$ cat src/rtl/nbr_pkg.sv
// Package: shared types and helpers for the nine-bit receiver.
// Assumes: nothing beyond IEEE 1800-2017.
package nbr_pkg;

    // Frame reception phases
    typedef enum logic [1:0] {
        RX_IDLE  = 2'd0,
        RX_START = 2'd1,
        RX_DATA  = 2'd2,
        RX_STOP  = 2'd3
    } rx_state_t;

    // Two-of-three majority
    function automatic logic maj3(input logic [2:0] s);
        return (s[0] & s[1]) | (s[0] & s[2]) | (s[1] & s[2]);
    endfunction

endpackage

$ cat src/rtl/nbr_sync.sv
// Module: nbr_sync
// Brings the asynchronous serial line into the clock domain through a
// chain of flops that reset to the idle (high) level.
// Assumes: STAGES >= 2.
module nbr_sync #(
    parameter int STAGES = 2
) (
    input  logic clk,
    input  logic rst_n,
    input  logic async_i,
    output logic sync_o
);

    logic [STAGES-1:0] chain_q;

    // Shift the line through the synchronizer chain
    always_ff @(posedge clk) begin
        if (!rst_n) chain_q <= '1;
        else        chain_q <= {chain_q[STAGES-2:0], async_i};
    end

    assign sync_o = chain_q[STAGES-1];

endmodule

$ cat src/rtl/nbr_vote.sv
// Module: nbr_vote
// Captures three line samples at the oversampling phases just before,
// at and just after the bit middle, and presents their majority.
// Assumes: OSR >= 8 so that the decision phase (MID+2) lies in the bit.
module nbr_vote #(
    parameter int OSR = 16,
    localparam int PW = $clog2(OSR),
    localparam int MID = OSR / 2
) (
    input  logic          clk,
    input  logic          rst_n,
    input  logic          tick_i,
    input  logic          line_i,
    input  logic          active_i,
    input  logic [PW-1:0] phase_i,
    output logic          vote_o
);

    logic [2:0] smp_q;

    for (genvar k = 0; k < 3; k++) begin : g_smp
        // Capture sample k at its own phase within the bit
        always_ff @(posedge clk) begin
            if (!rst_n)
                smp_q[k] <= 1'b1;
            else if (tick_i && active_i && phase_i == PW'(MID - 1 + k))
                smp_q[k] <= line_i;
        end
    end

    assign vote_o = nbr_pkg::maj3(smp_q);

endmodule

$ cat src/rtl/nbr_frame.sv
// Module: nbr_frame
// Frame sequencer: finds the start edge, confirms the start bit at
// mid-bit, shifts in nine data bits LSB first, checks the stop bit and
// pulses frame_done_o at the end of a stop bit that votes high.
// Assumes: tick_i is a one-cycle pulse, OSR per bit; line_i synchronized.
module nbr_frame
    import nbr_pkg::*;
#(
    parameter int OSR = 16,
    parameter int DW  = 8,
    localparam int PW = $clog2(OSR),
    localparam int IW = $clog2(DW + 1),
    localparam int MID = OSR / 2
) (
    input  logic          clk,
    input  logic          rst_n,
    input  logic          tick_i,
    input  logic          line_i,
    input  logic          vote_i,
    output logic [PW-1:0] phase_o,
    output logic          active_o,
    output logic          frame_done_o,
    output logic [DW-1:0] frame_data_o,
    output logic          frame_b9_o
);

    localparam logic [PW-1:0] DECIDE = PW'(MID + 2);
    localparam logic [PW-1:0] LAST   = PW'(OSR - 1);

    rx_state_t        state_q;
    logic [PW-1:0]    phase_q;
    logic [IW-1:0]    idx_q;
    logic [DW:0]      shreg_q;
    logic             prev_q;
    logic             stop_ok_q;
    logic             done_q;
    logic [PW-1:0]    phase_nx;

    // Phase counter advance with wrap at the end of a bit
    assign phase_nx = (phase_q == LAST) ? '0 : phase_q + 1'b1;

    // Sequence the frame on each oversampling tick
    always_ff @(posedge clk) begin
        if (!rst_n) begin
            state_q   <= RX_IDLE;
            phase_q   <= '0;
            idx_q     <= '0;
            shreg_q   <= '0;
            prev_q    <= 1'b1;
            stop_ok_q <= 1'b0;
            done_q    <= 1'b0;
        end else begin
            done_q <= 1'b0;
            if (tick_i) begin
                prev_q <= line_i;
                case (state_q)
                    RX_IDLE: begin
                        if (prev_q && !line_i) begin
                            state_q <= RX_START;
                            phase_q <= PW'(1);
                        end
                    end
                    RX_START: begin
                        phase_q <= phase_nx;
                        if (phase_q == DECIDE && vote_i) begin
                            state_q <= RX_IDLE;
                            phase_q <= '0;
                        end else if (phase_q == LAST) begin
                            state_q <= RX_DATA;
                            idx_q   <= '0;
                        end
                    end
                    RX_DATA: begin
                        phase_q <= phase_nx;
                        if (phase_q == DECIDE)
                            shreg_q <= {vote_i, shreg_q[DW:1]};
                        if (phase_q == LAST) begin
                            if (idx_q == IW'(DW)) state_q <= RX_STOP;
                            else                  idx_q   <= idx_q + 1'b1;
                        end
                    end
                    RX_STOP: begin
                        phase_q <= phase_nx;
                        if (phase_q == DECIDE)
                            stop_ok_q <= vote_i;
                        if (phase_q == LAST) begin
                            done_q  <= stop_ok_q;
                            state_q <= RX_IDLE;
                            phase_q <= '0;
                        end
                    end
                    default: state_q <= RX_IDLE;
                endcase
            end
        end
    end

    assign phase_o      = phase_q;
    assign active_o     = (state_q != RX_IDLE);
    assign frame_done_o = done_q;
    assign frame_data_o = shreg_q[DW-1:0];
    assign frame_b9_o   = shreg_q[DW];

    // a start bit voted high at mid-bit returns the sequencer to idle
    p_glitch_drop_r7: assert property (@(posedge clk) disable iff (!rst_n)
        (tick_i && state_q == RX_START && phase_q == DECIDE && vote_i)
        |=> (state_q == RX_IDLE))
        else $error("p_glitch_drop_r7");

    // completion pulse lasts a single cycle
    p_done_single_r5: assert property (@(posedge clk) disable iff (!rst_n)
        frame_done_o |=> !frame_done_o)
        else $error("p_done_single_r5");

endmodule

$ cat src/rtl/nbr_status.sv
// Module: nbr_status
// Applies the mode filter to a completed frame, holds the byte and the
// ninth-bit / parity-error status, the sticky done flag and the strobe.
// Assumes: frame_done_i is a single-cycle pulse with stable frame fields.
module nbr_status #(
    parameter int DW = 8
) (
    input  logic          clk,
    input  logic          rst_n,
    input  logic          frame_done_i,
    input  logic [DW-1:0] frame_data_i,
    input  logic          frame_b9_i,
    input  logic          addr_filter_i,
    input  logic          par_en_i,
    input  logic          flag_clr_i,
    output logic [DW-1:0] rx_byte_o,
    output logic          bit9_o,
    output logic          done_o,
    output logic          irq_o
);

    logic accept;
    logic par_active;
    logic par_err;

    // Filter mode passes only frames with the ninth bit set
    assign accept     = frame_done_i && (!addr_filter_i || frame_b9_i);
    assign par_active = !addr_filter_i && par_en_i;
    assign par_err    = ^{frame_b9_i, frame_data_i};

    // Update outputs on an accepted frame; set beats clear
    always_ff @(posedge clk) begin
        if (!rst_n) begin
            rx_byte_o <= '0;
            bit9_o    <= 1'b0;
            done_o    <= 1'b0;
            irq_o     <= 1'b0;
        end else begin
            irq_o <= accept;
            if (accept) begin
                rx_byte_o <= frame_data_i;
                bit9_o    <= par_active ? par_err : frame_b9_i;
                done_o    <= 1'b1;
            end else if (flag_clr_i) begin
                done_o <= 1'b0;
            end
        end
    end

    // filter mode drops frames whose ninth bit is clear
    p_filter_drop_r2: assert property (@(posedge clk) disable iff (!rst_n)
        (frame_done_i && addr_filter_i && !frame_b9_i) |=> !irq_o)
        else $error("p_filter_drop_r2");

    // open mode reports every frame, done set even with a clear
    p_open_report_r3: assert property (@(posedge clk) disable iff (!rst_n)
        (frame_done_i && !addr_filter_i) |=> (irq_o && done_o))
        else $error("p_open_report_r3");

    // a rejected frame leaves the outputs untouched
    p_reject_keep_r6: assert property (@(posedge clk) disable iff (!rst_n)
        (frame_done_i && addr_filter_i && !frame_b9_i)
        |=> ($stable(rx_byte_o) && $stable(bit9_o)))
        else $error("p_reject_keep_r6");

    // a clear with no report empties the flag
    p_clear_r10: assert property (@(posedge clk) disable iff (!rst_n)
        (flag_clr_i && !frame_done_i) |=> !done_o)
        else $error("p_clear_r10");

    // the strobe is one cycle wide and implies the flag
    p_irq_single_r5: assert property (@(posedge clk) disable iff (!rst_n)
        irq_o |-> (done_o && !$past(irq_o)))
        else $error("p_irq_single_r5");

endmodule

$ cat src/rtl/nine_bit_rx.sv
// Module: nine_bit_rx (top)
// Nine-bit asynchronous receiver with address filtering and optional
// even parity on the ninth bit. Composes synchronizer, voter, frame
// sequencer and status register.
// Assumes: os_tick_i pulses OSR times per bit period, one cycle each.
module nine_bit_rx #(
    parameter int OSR        = 16,
    parameter int DW         = 8,
    parameter int SYNC_STAGES = 2,
    localparam int PW        = $clog2(OSR)
) (
    input  logic          clk,
    input  logic          rst_n,
    input  logic          rxd_i,
    input  logic          os_tick_i,
    input  logic          addr_filter_i,
    input  logic          par_en_i,
    input  logic          flag_clr_i,
    output logic [DW-1:0] rx_byte_o,
    output logic          bit9_o,
    output logic          done_o,
    output logic          irq_o
);

    logic          line_s;
    logic          vote;
    logic [PW-1:0] phase;
    logic          active;
    logic          frame_done;
    logic [DW-1:0] frame_data;
    logic          frame_b9;

    nbr_sync #(.STAGES(SYNC_STAGES)) u_sync (
        .clk     (clk),
        .rst_n   (rst_n),
        .async_i (rxd_i),
        .sync_o  (line_s)
    );

    nbr_vote #(.OSR(OSR)) u_vote (
        .clk      (clk),
        .rst_n    (rst_n),
        .tick_i   (os_tick_i),
        .line_i   (line_s),
        .active_i (active),
        .phase_i  (phase),
        .vote_o   (vote)
    );

    nbr_frame #(.OSR(OSR), .DW(DW)) u_frame (
        .clk          (clk),
        .rst_n        (rst_n),
        .tick_i       (os_tick_i),
        .line_i       (line_s),
        .vote_i       (vote),
        .phase_o      (phase),
        .active_o     (active),
        .frame_done_o (frame_done),
        .frame_data_o (frame_data),
        .frame_b9_o   (frame_b9)
    );

    nbr_status #(.DW(DW)) u_status (
        .clk           (clk),
        .rst_n         (rst_n),
        .frame_done_i  (frame_done),
        .frame_data_i  (frame_data),
        .frame_b9_i    (frame_b9),
        .addr_filter_i (addr_filter_i),
        .par_en_i      (par_en_i),
        .flag_clr_i    (flag_clr_i),
        .rx_byte_o     (rx_byte_o),
        .bit9_o        (bit9_o),
        .done_o        (done_o),
        .irq_o         (irq_o)
    );

endmodule

$ cat config.mk
export PLATFORM = sky130hd
export DESIGN_NAME = nine_bit_rx
export DESIGN_NICKNAME = d
export VERILOG_FILES = /design/src/rtl/nbr_pkg.sv /design/src/rtl/nbr_sync.sv /design/src/rtl/nbr_vote.sv /design/src/rtl/nbr_frame.sv /design/src/rtl/nbr_status.sv /design/src/rtl/nine_bit_rx.sv
export SDC_FILE = /design/constraint.sdc
export NUM_CORES = 1
export LEC_CHECK = 0
export BUFFER_PORTS_ARGS = -buffer_cell sky130_fd_sc_hd__buf_2
export CORE_UTILIZATION = 34
export DETAILED_ROUTE_END_ITERATION = 7
export PLACE_DENSITY = 0.57
export SYNTH_ARGS = -nofsm -noshare
export SYNTH_HDL_FRONTEND = slang
export SYNTH_SLANG_ARGS = --single-unit
$ cat constraint.sdc
create_clock -name clk -period 3.2 [get_ports clk]
set_input_delay 0.48 -clock clk [delete_from_list [all_inputs] [get_ports clk]]
set_output_delay 0.48 -clock clk [all_outputs]
set_load 0.02 [all_outputs]
Word-level counts from Yosys, hierarchy flattened
Cells that the tools add are included.
Word-level totals
  flip-flop bits (word level): 38
  bits of input ports: 7
  output and inout bits: 11
  logic and storage cells: 81
Cells by class
  add/subtract/negate cells: 2
  equal/unequal tests: 17
  muxes and demuxes: 20
  bitwise logic cells: 5
  reductions and logical operators: 22
Operators by type and width (count)
  4-bit 2-to-1 mux: 8
  4-bit == test (second input constant): 5
  4-bit case mux with 4 select lines: 1
  2-bit 2-to-1 mux: 6
  6-bit AND reduction: 2
  2-bit by 1-bit inequality test with 1-bit output (second input constant): 5
  9-bit XOR reduction: 1
  4-bit by 1-bit adder with 4-bit output (second input constant): 2
  1-bit logical AND: 8
  2-bit case mux with 4 select lines: 1
  4-bit case mux with 2 select lines: 1
  3-bit AND reduction: 2
  2-bit nonzero test: 3
  2-bit == test (second input constant): 2
  4-bit by 3-bit == test with 1-bit output (second input constant): 1
  2-bit inequality test (second input constant): 2
  4-bit AND reduction: 1
  1-bit bitwise AND: 3
  1-bit 2-to-1 mux: 3
  3-bit by 1-bit inequality test with 1-bit output (second input constant): 1
  2-bit by 1-bit == test with 1-bit output (second input constant): 1
  1-bit zero test: 2
  2-bit zero test: 1
  1-bit OR: 2
  other kinds (2): 2

Depth between registers and ports, before layout
Gate-level depths: netlist (run 1).
  depth after elaboration: 6
  mapped depth: 7
  gate-level depth less buffers: 7

Cells and area by module
Synthesis (run 1) repeated with hierarchy kept, for this count alone.
Second synthesis, totals
  cells, all modules: 194
  area total of the unflattened synthesis: 1876.8 um^2
Modules (own cells, without submodules)
  nbr_frame: instances 1, cells each 124, area an instance 1184.9 um^2, sequential area each 440.4 um^2
  nbr_status: instances 1, cells each 48, area an instance 473.0 um^2, sequential area each 220.2 um^2
  nbr_vote: instances 1, cells each 18, area an instance 166.4 um^2, sequential area each 60.1 um^2
  nbr_sync: instances 1, cells each 4, area an instance 52.6 um^2, sequential area each 40.0 um^2

Worst setup path after synthesis (run 1)
No wires, ideal clock.
  path kind: flip-flop to flip-flop
  from: reg u_frame.state_q[0]
  to: reg u_frame.idx_q[2]
  library setup time: 70 ps
  data arrival time: 1630 ps
  data required time: 3130 ps
  setup slack: 1499 ps
  cell stages (with the launch flop): 7
  buffers on the path: 0
  period minus slack after synthesis: 1701 ps
  path through: dfxtp_1 inv_1 ha_1 nand3_1 or3_4 or3b_1 a21oi_1
Between the ends
  cells in the longest elaborated chain, start to end: 3
  elaborated cells between the ends (all ways): 9
  those cells by class: eq/ne (6); mux (1); reduce/logical (2)
RTL lines
  start, declared: line nbr_frame.sv:30  | rx_state_t state_q;
  start signal, assigned: line nbr_frame.sv:45  | state_q <= RX_IDLE;
  start signal, assigned: line nbr_frame.sv:59  | state_q <= RX_START;
  start signal, assigned: line nbr_frame.sv:66  | state_q <= RX_IDLE;
  2-bit == test / 2-bit by 1-bit == test with 1-bit output (equally long branches): line nbr_frame.sv:56  | case (state_q)
  2-bit by 1-bit inequality test with 1-bit output (no source line), or another cell as far along
  6-bit AND reduction (no source line)
  end signal, assigned: line nbr_frame.sv:79  | else idx_q <= idx_q + 1'b1;
  end, declared: line nbr_frame.sv:32  | logic [IW-1:0] idx_q;
Several ways; a longest one is shown, not always the timed one.
A chain may end at the register's enable or synchronous reset.

Worst setup path after layout (run 1)
Same ends and word-level chain as after synthesis.

==> flow_metrics.py, run 1 <==
metrics = {
    "status": {
        "outcome": "finished, final reports clean",
    },
    "pwr": {
        "net-switching-power_uw": 191,
        "power_density_mw_per_mm2": 452,
        "seq_power_share_pct": 52.5,
        "p_sw_share_pct": 21.0,
        "leakage_uw": 0.000780,
        "intPower_uw": 722,
        "ir_drop_mv": 0.194,
        "comb_power_share_pct": 3.9,
        "clock_power_share_pct": 43.6,
    },
    "detailed_routing": {
        "drt-total-wl_um": 3330,
        "dr.pass1.iters": 4,
        "drt_iter0_drc": 64,
        "via_per_inst": 4.81,
        "drt_drc_violations_left": 0,
        "vias": 1381,
        "wl_per_cell_um": 11.6,
        "antenna_left": 0,
    },
    "grt": {
        "grt_pass1_vias": 1174,
        "antenna_found_initial": 0,
        "track_usage_pct": 13.2,
        "grt_max_degree": 21,
        "grt_pass1_wl_um": 5430,
        "grt-ovfl-total": 0,
    },
    "sta": {
        "grt_setup_unrepaired": "false",
        "finalSetupViolCount": 0,
        "finClkSkew_ps": 4.57,
        "setup_ws_ps": 1280,
        "worst_slew_pin_slew_ps": 756,
        "setup_tns_ps": 0,
        "holdWs_ps": 366,
        "slew_viol_final": 0,
        "finalHoldViolCount": 0,
        "maxSlewHeadroom_pct": 49.2,
        "fmax_ghz": 0.520,
        "fin_crit_sh_pct": 60.1,
        "finalCriticalPeriod_ps": 1920,
    },
    "clock_network": {
        "cts_root_buf": "clkbuf_8",
        "cts_setup_buffers": 0,
        "cts_buffers": 5,
        "htreeDepth": 2,
        "worstSkewPairLatency_ps": 290,
        "cts_buffer_depth": 2,
        "cts_tree": "done",
        "postCtsHoldBufs": 0,
        "cts.repair.resized": 0,
        "cts.clk_slew.worst_paths_ps": 70,
        "clock-sinks": 38,
    },
    "worst_setup_path": {
        "crit_start": "u_frame.state_q[0]$_SDFFE_PN0P_",
        "reg2reg_from": "u_frame.state_q[0]$_SDFFE_PN0P_",
        "slowest_stage": "ha_1",
        "cp_max_fo": 12,
        "r2r_end": "u_frame.idx_q[2]$_SDFFE_PN0P_",
        "startpoint_type": "flop",
        "r2r_setup_slack_ps": 1280,
        "crit_required_ps": 3420,
        "cp_cell_sequence": "inv_1, ha_1, nand3_1, or3_4, or3b_1, a21oi_1",
        "path_class": "reg -> reg",
        "critPathCapture": "u_frame.idx_q[2]$_SDFFE_PN0P_",
        "endpoint_kind": "flop",
        "slowest_delay_ps": 420,
        "reg2reg_depth": 6,
        "cp.arrival_ps": 2150,
    },
    "place": {
        "place_inst": 279,
        "gp_congestion": 0.870,
        "dp_hpwl_um": 2290,
        "pre_cts_ws_ps": 1310,
        "port_buffers": 17,
    },
    "synth": {
        "synth_nets": 219,
        "synth.distinct_cells": 39,
        "syn-cell-area_mm2": 0.00177,
        "synth_flop_cell": "dfxtp_1",
        "synth_edf_count": 0,
        "synth.yosys.warnings": 0,
        "ys_seq_elements": 38,
        "synth_cells": 202,
        "post_synth.cell_area_avg_um2": 8.75,
        "ys_seq_area_share_pct": 43.0,
        "ys_async_sr_fraction_pct": 0,
    },
    "hold_path": {
        "hold_class": "in -> reg",
    },
    "finish": {
        "fin_nets": 236,
        "final_layout_size_suffix_gt1_share_pct": 12.7,
        "postLayoutCoreUtil_pct": 41.7,
        "area_delta_synth_final_pct": 14.2,
        "mostFrequentLayoutCell": "dfxtp_1",
        "final_cell_mix": "dfxtp_1, nand2_1, nor2_1",
        "layout.cells.non_filler": 287,
        "diodes": 0,
    },
    "floorplanning": {
        "start_util_pct": 36.5,
        "dieHeight_um": 74.1,
        "die-area_mm2": 0.00549,
        "design.core.area_mm2": 0.00485,
        "rows": 25,
        "die_x_um": 74.1,
        "io_pins": 18,
    },
    "run": {
        "drv_cap": 0,
    },
}
-- registers in the layout, indices dropped and copies added (netlist names), named ones only --
register and cells:
u_frame.phase_o 4, u_status.done_o 1, u_frame.idx_q 4, u_frame.prev_q 1, u_sync.chain_q 2, u_frame.frame_done_o 1
u_vote.smp_q 3, u_frame.stop_ok_q 1, u_frame.shreg_q 9, u_status.rx_byte_o 8, u_status.bit9_o 1, u_frame.state_q 1
u_status.irq_o 1
-- worst max-delay path, delay by kind of cell (launching register included) --
kind / cells / cell delay [ps]
and+or+nand+nor: 3 / 830
DFF: 1 / 360
buffers and inverters: 1 / 100
AOI/OAI and AO/OA: 1 / 130
adders and majority gates: 1 / 420
-- how the worst min path moves through the flow --
stage / startpoint / end / slack, ps / cells past startpoint
CTS: rxd_i / u_sync.chain_q[0]$_SDFF_PN1_ / 360 / 2
floorplan: u_sync.chain_q[0]$_SDFF_PN1_ / u_sync.chain_q[1]$_SDFF_PN1_ / 390 / 1
global placement: u_sync.chain_q[0]$_SDFF_PN1_ / u_sync.chain_q[1]$_SDFF_PN1_ / 390 / 1
finish: rxd_i / u_sync.chain_q[0]$_SDFF_PN1_ / 370 / 2
global route: rxd_i / u_sync.chain_q[0]$_SDFF_PN1_ / 350 / 2
detailed placement: u_sync.chain_q[0]$_SDFF_PN1_ / u_sync.chain_q[1]$_SDFF_PN1_ / 400 / 1
-- stage by stage --
stage	total power (uW)	instance area, um^2
after CTS	927	2020
after global routing	952	2020
final	913	2020
after global placement	527	1910
after floorplan	515	1770
after detailed placement	526	1910
-- final cells by class --
class	instances	area (um^2)
fill	493	2830
multi-input combinational	145	935
clock buffer	7	76.3
inverter	11	41.3
sequential	38	761
clock inverter	1	30.0
tap	67	83.8
timing repair buffer	18	92.6
-- cells in the mapped netlist (all sizes together), types with 2 or more instances --
cell type	instances	area share [%]
mux2i	14	7.9
or3	2	0.99
clkbuf	7	1.5
xnor2	7	3.5
o21ai	6	1.7
inv	11	2.3
and3	3	1.1
a211oi	2	0.85
ha	10	7.1
a311oi	2	0.99
dfxtp	38	43
nand2	29	6.2
a21oi	15	4.2
and3b	2	0.99
nor3	4	1.1
nor2	22	4.7
nor2b	4	1.4
nand3	4	1.4
nand2b	3	1.1
-- power by group through the flow --
stage / clock, uW / sequential (uW) / combinational, uW
3_3_place_gp: 0 / 490 / 36.5
5_1_grt: 432 / 479 / 41.0
3_5_place_dp: 0 / 490 / 35.3
2_1_floorplan: 0 / 489 / 25.5
4_1_cts: 412 / 479 / 35.7
6_report: 398 / 479 / 36.0
-- cells by family (layout without fill, tap and decap cells) --
kind of cell,Yosys count,in the layout,share of synthesized area [%]
xor+xnor,7,7,3.47
mux,15,15,8.56
compound gates,37,37,13.4
buf+inv,19,37,4.10
flops,38,38,43.0
simple gates,75,75,19.7
fa+ha+maj,11,11,7.71
-- metal layers --
metal  GRT usage [%]  vias to the layer above  part of all wire, %
li1                -                      723                    -
met1            18.8                      633                   54
met2            17.7                       18                   41
met3            3.79                        7                  3.5
met4            7.05                        0                  2.0
met5               0                        -                    0
No activity file was read; power rests on OpenSTA's default activity.
==> inputs of run 2 (changes only) <==
--- a/config.mk
+++ b/config.mk
@@ -5,6 +5,7 @@
 export SDC_FILE = /design/constraint.sdc
 export NUM_CORES = 1
 export LEC_CHECK = 0
+export ABC_AREA = 1
 export BUFFER_PORTS_ARGS = -buffer_cell sky130_fd_sc_hd__buf_2
 export CORE_UTILIZATION = 34
 export DETAILED_ROUTE_END_ITERATION = 7
==> constraint.sdc (replaced) <==
create_clock -name clk -period 1.8 [get_ports clk]
set_input_delay 0.27 -clock clk [delete_from_list [all_inputs] [get_ports clk]]
set_output_delay 0.27 -clock clk [all_outputs]
set_load 0.02 [all_outputs]
==> run 2 against run 1 <==
Final cell count increased by 23%. Global-route usage increased by 1.9 points. Synthesized cell count increased by 29%. Sequential power increased by 80%. Power increased by 72%. Setup slack got worse by 1100 ps. Largest power group unchanged. Wire length increased by 11%. Sequential share of layout area decreased by 1.4 points. Clock skew increased by 1.2 ps. Register-to-register slack got worse by 1100 ps.
==> flow_metrics.py, run 2 <==
metrics = {
    "status": {
        "outcome": "finished, final reports clean",
    },
    "clock_network": {
        "cts.repair.resized": 0,
        "cts_root_buf": "clkbuf_8",
        "clock-sinks": 38,
        "cts_buffer_depth": 2,
        "cts_buffers": 5,
        "htreeDepth": 2,
        "cts_tree": "done",
        "cts_setup_buffers": 0,
        "postCtsHoldBufs": 0,
        "worstSkewPairLatency_ps": 290,
        "cts.clk_slew.worst_paths_ps": 80,
    },
    "worst_setup_path": {
        "slowest_stage": "a31oi_1",
        "cp.arrival_ps": 1850,
        "cp_max_fo": 7,
        "startpoint_type": "flop",
        "cpMostUsedCell": "nand2_1",
        "cp_cell_sequence": "inv_1, ha_1, nor2_4, a31oi_1, a21oi_2, nand3_1, nand2_1, nand2_1, nor2_1",
        "crit_required_ps": 1990,
        "path_class": "reg -> reg",
        "endpoint_kind": "flop",
        "slowest_delay_ps": 410,
    },
    "detailed_routing": {
        "vias": 1608,
        "dr.pass1.iters": 4,
        "antenna_left": 0,
        "via_per_inst": 4.57,
        "drt_iter0_drc": 97,
        "wl_per_cell_um": 10.5,
        "drt-total-wl_um": 3690,
        "drt_drc_violations_left": 0,
    },
    "synth": {
        "synth_edf_count": 0,
        "ys_seq_area_share_pct": 41.2,
        "yosys.area_share.simple_pct": 25.4,
        "synth_nets": 277,
        "synth_fa_ha_area_share_pct": 6.77,
        "ys_async_sr_fraction_pct": 0,
        "synth_top_family_by_area": "simple AND/OR/NAND/NOR gates",
        "ys_seq_elements": 38,
        "synth.yosys.warnings": 0,
        "synth_cells": 260,
        "synth.distinct_cells": 23,
        "synth_xor_area_share_pct": 1.42,
        "syn-cell-area_mm2": 0.00185,
        "synth_compound_area_share_pct": 16.2,
        "yosys.area.top_type_share_pct": 41.2,
        "synth_area_leaders": "dfxtp_1, nand2_1, a21oi_1, inv_1, ha_1",
        "post-synth-top-count-cell": "nand2_1",
        "synth_flop_cell": "dfxtp_1",
        "muxShareOfSynthArea_pct": 0,
        "synth_area_leader_cell": "dfxtp_1",
        "post_synth.cell_area_avg_um2": 7.11,
        "ys_top_cells_by_count": "nand2_1, dfxtp_1, inv_1",
    },
    "run": {
        "drv_cap": 0,
    },
    "sta": {
        "grt_setup_unrepaired": "false",
        "slew_viol_final": 0,
        "setup_ws_ps": 142,
        "worst_slew_pin_slew_ps": 508,
        "finalCriticalPeriod_ps": 1660,
        "finalSetupViolCount": 0,
        "finalHoldViolCount": 0,
        "setup_tns_ps": 0,
        "maxSlewHeadroom_pct": 66.0,
        "fin_crit_sh_pct": 92.1,
        "fmax_ghz": 0.603,
        "finClkSkew_ps": 5.76,
    },
    "finish": {
        "n_fill_cell": 550,
        "top_register": "u_frame.shreg_q",
        "final_layout_size_suffix_gt1_share_pct": 12.8,
        "largestRegisters": "u_frame.shreg_q (9), u_status.rx_byte_o (8)",
        "largest_register_ffs": 9,
        "area_delta_synth_final_pct": 13.7,
        "final_cell_mix": "nand2_1, dfxtp_1, inv_1",
        "mostFrequentLayoutCell": "nand2_1",
        "stdcell_area_mm2": 0.00210,
        "fin_nets": 298,
        "diodes": 0,
    },
    "place": {
        "gp_congestion": 0.831,
        "port_buffers": 17,
        "pre_cts_ws_ps": 147,
        "placed_cell_area_mm2": 0.00200,
        "dp_hpwl_um": 2650,
    },
    "pwr": {
        "power_density_mw_per_mm2": 749,
        "leakage_uw": 0.000943,
        "ir_drop_mv": 0.249,
    },
    "floorplanning": {
        "die-area_mm2": 0.00573,
        "rows": 26,
        "dieHeight_um": 75.7,
        "io_pins": 18,
        "design.core.area_mm2": 0.00517,
        "die_x_um": 75.7,
        "start_util_pct": 35.7,
    },
    "grt": {
        "antenna_found_initial": 0,
        "grt_max_degree": 25,
        "grt-ovfl-total": 0,
        "grt_pass1_wl_um": 6560,
        "grt_pass1_vias": 1509,
        "track_usage_pct": 15.0,
    },
    "hold_path": {
        "hold_class": "in -> reg",
    },
}
==> run 2: routing by layer <==
metal / track usage, % / share of wire (%) / up-vias
met1: 20.0 / 52 / 709
met2: 23.4 / 45 / 21
met3: 2.91 / 2.7 / 3
met5: 0 / 0 / -
li1: - / - / 875
met4: 6.79 / 0.27 / 0
==> run 2: report_power, final <==
group          internal (uW)  leakage, uW  total (uW)  switching (uW)
combinational           34.1     0.000589        97.7            63.6
clock                    308    0.0000472         614             306
sequential               851     0.000308         861            9.77
total                   1190     0.000943        1570             380
==> run 2: area by class of cell <==
cell class                 instances  area, um^2  share of cell area (%)
clock buffer                       6        82.6                    3.93
clock inverter                     2        12.5                   0.596
inverter                          36         135                    6.43
multi-input combinational        181         921                    43.8
sequential                        38         762                    36.3
tap                               70        87.6                    4.17
timing repair buffer              19         100                    4.76
==> run 2: path summary, 6_finish.rpt <==
path,from,end,slack (ps),cells after the start
worst max-delay path,flop,flop,140,9
worst min-delay path,rxd_i,u_sync.chain_q[0]$_SDFF_PN1_,160,2
worst max register to register,flop,flop,140,9
worst min register to register,u_sync.chain_q[0]$_SDFF_PN1_,u_sync.chain_q[1]$_SDFF_PN1_,420,1
==> run 2: logic make-up (layout without fill, tap and decap cells) <==
| kind of cell | Yosys count | after routing |
|---|---|---|
| AO/OA/AOI/OAI | 58 | 58 |
| XOR/XNOR | 3 | 3 |
| adder cells (fa/ha/maj) | 10 | 10 |
| buffers and inverters | 41 | 63 |
| flip-flops | 38 | 38 |
| AND/OR/NAND/NOR | 110 | 110 |
==> run 2: critical path: cells and delay by family (launching register included) <==
kind            cells  cell delay, ps
buf+inv             1             110
simple gates        5             370
compound gates      2             510
flops               1             330
fa+ha+maj           1             250
==> run 2: stage by stage <==
step / hold WS (ps) / total power (uW) / utilization, % / cells
floorplan: 377 / 950 / - / 260
global placement: 409 / 977 / 38.8 / 344
detailed placement: 408 / 977 / 38.8 / 344
CTS: 159 / 1600 / 40.6 / 352
global route: 175 / 1650 / 40.6 / 352
finish: 165 / 1570 / 40.6 / 352
==> inputs of run 3 (changes only) <==
==> constraint.sdc (replaced) <==
create_clock -name clk -period 1.8 [get_ports clk]
set_input_delay 0.54 -clock clk [delete_from_list [all_inputs] [get_ports clk]]
set_output_delay 0.54 -clock clk [all_outputs]
set_load 0.02 [all_outputs]
==> run 3 against run 2 <==
Setup slack improved by 110 ps. Die area stayed put. Flip-flop and latch count stayed put. Largest power group unchanged. Largest cell class unchanged. Critical path depth decreased by 1. Global-route usage shrank 0.29 points. First-iteration DRC count shrank 41%.
==> flow_metrics.py, run 3 (synthesis gave the netlist of run 2 again) <==
metrics = {
    "floorplanning": {
        "design.core.area_mm2": 0.00517,
        "die_x_um": 75.7,
        "die-area_mm2": 0.00573,
        "io_pins": 18,
        "start_util_pct": 35.7,
        "dieHeight_um": 75.7,
        "rows": 26,
    },
    "sta": {
        "finalCriticalPeriod_ps": 1550,
        "grt_setup_unrepaired": "false",
        "fin_crit_sh_pct": 85.9,
        "setup_tns_ps": 0,
        "finalSetupViolCount": 0,
        "finClkSkew_ps": 4.73,
        "holdWs_ps": 416,
        "slew_viol_final": 0,
        "fmax_ghz": 0.647,
        "maxSlewHeadroom_pct": 66.5,
        "worst_slew_pin_slew_ps": 499,
        "finalHoldViolCount": 0,
    },
    "finish": {
        "final_cell_mix": "nand2_1, dfxtp_1, inv_1",
        "top_register": "u_frame.shreg_q",
        "final_layout_size_suffix_gt1_share_pct": 13.0,
        "regArea_um2": 762,
        "largestRegisters": "u_frame.shreg_q (9), u_status.rx_byte_o (8)",
        "area_delta_synth_final_pct": 15.3,
        "multi_input_area_um2": 921,
        "mostFrequentLayoutCell": "nand2_1",
        "largest_register_ffs": 9,
        "postLayoutCoreUtil_pct": 41.2,
        "diodes": 0,
        "fin_nets": 300,
        "n_fill_cell": 534,
    },
    "pwr": {
        "leakage_uw": 0.000958,
        "p_sw_share_pct": 22.2,
        "ir_drop_mv": 0.319,
        "comb_power_share_pct": 6.0,
        "power_density_mw_per_mm2": 785,
        "clock_power_share_pct": 42.5,
        "intPower_uw": 1300,
        "net-switching-power_uw": 371,
        "seq_power_share_pct": 51.5,
    },
    "worst_setup_path": {
        "slowest_delay_ps": 380,
        "cp_max_fo": 7,
        "cp_cell_sequence": "inv_1, ha_1, nor2_4, a31oi_1, a21oi_2, nand3_1, a21oi_1, nor2_1",
        "crit_buf_inv": 1,
        "cp_top_family": "compound AO/OA/AOI/OAI gates",
        "endpoint_kind": "flop",
        "slowest_stage": "dfxtp_1",
        "crit_required_ps": 1980,
        "cp.arrival_ps": 1730,
        "startpoint_type": "flop",
        "path_class": "reg -> reg",
    },
    "hold_path": {
        "hold_class": "reg -> reg",
    },
    "place": {
        "gp_congestion": 0.801,
        "dp_hpwl_um": 2630,
        "port_buffers": 17,
    },
    "detailed_routing": {
        "top_layer": "met4",
        "wl_met2_um": 1520,
        "antenna_left": 0,
        "wl_per_cell_um": 10.0,
        "vias": 1598,
        "wl_met3_um": 73,
        "drt_iter0_drc": 57,
        "drt-total-wl_um": 3560,
        "drt_drc_violations_left": 0,
        "via_per_inst": 4.51,
        "met1Wirelength_um": 1900,
        "dr.pass1.iters": 4,
    },
    "clock_network": {
        "worstSkewPairLatency_ps": 280,
        "cts_tree": "done",
        "cts_buffer_depth": 2,
        "cts_setup_buffers": 0,
        "cts.clk_slew.worst_paths_ps": 70,
        "cts_buffers": 5,
        "cts_root_buf": "clkbuf_8",
        "htreeDepth": 2,
        "clock-sinks": 38,
    },
    "grt": {
        "grt_max_degree": 25,
        "track_usage_pct": 14.7,
        "antenna_found_initial": 0,
        "grt_pass1_wl_um": 6450,
        "grt-ovfl-total": 0,
        "grt_pass1_vias": 1518,
    },
    "run": {
        "drv_cap": 0,
    },
    "status": {
        "outcome": "finished, final reports clean",
    },
}
[run 3: worst paths after layout]
check	cells after the start	from	slack [ps]	end
worst max-delay path	8	flop	250	flop
worst min-delay path	1	u_sync.chain_q[0]$_SDFF_PN1_	420	u_sync.chain_q[1]$_SDFF_PN1_
worst max register to register	8	flop	250	flop
worst min register to register	1	u_sync.chain_q[0]$_SDFF_PN1_	420	u_sync.chain_q[1]$_SDFF_PN1_
[run 3: repair_timing]
action,in CTS,in global routing
resized for setup,0,2
hold buffers,0,0
setup endpoints to repair,0,3
[run 3: area by class of cell]
cell class,count,share of cell area [%]
multi-input cells,181,43.2
flip-flops and latches,38,35.8
clock buffers,6,3.41
clock inverters,2,1.76
repair buffers,21,5.40
well taps,70,4.11
inverters,36,6.34
[run 3: power by group through the flow]
stage               combinational [uW]  clock (uW)  sequential [uW]
floorplan                         72.5           0              877
global placement                   101           0              880
detailed placement                 100           0              879
CTS                                101         743              860
global route                       117         773              862
finish                             100         711              860
[run 3: worst register-to-register path, cell delays in order (launching register included)]
cell and delay [ps]:
dfxtp_1 380, inv_1 90, ha_1 240, nor2_4 190, a31oi_1 100, a21oi_2 170
nand3_1 100, a21oi_1 130, nor2_1 50
[run 3: stage by stage]
step                      area [um^2]  total power (uW)  std cells  setup WS (ps)
after floorplan                  1850               950        260            328
after global placement           2020               981        346            228
after detailed placement         2020               980        346            209
after CTS                        2130              1700        354            199
after global routing             2130              1750        354           25.3
final                            2130              1670        354            254
[run 3: routing by layer]
layer  vias to the layer above  GRT usage [%]
met3                         4           3.17
met5                         -              0
li1                        884              -
met1                       685           19.3
met4                         0           6.38
met2                        25           23.3
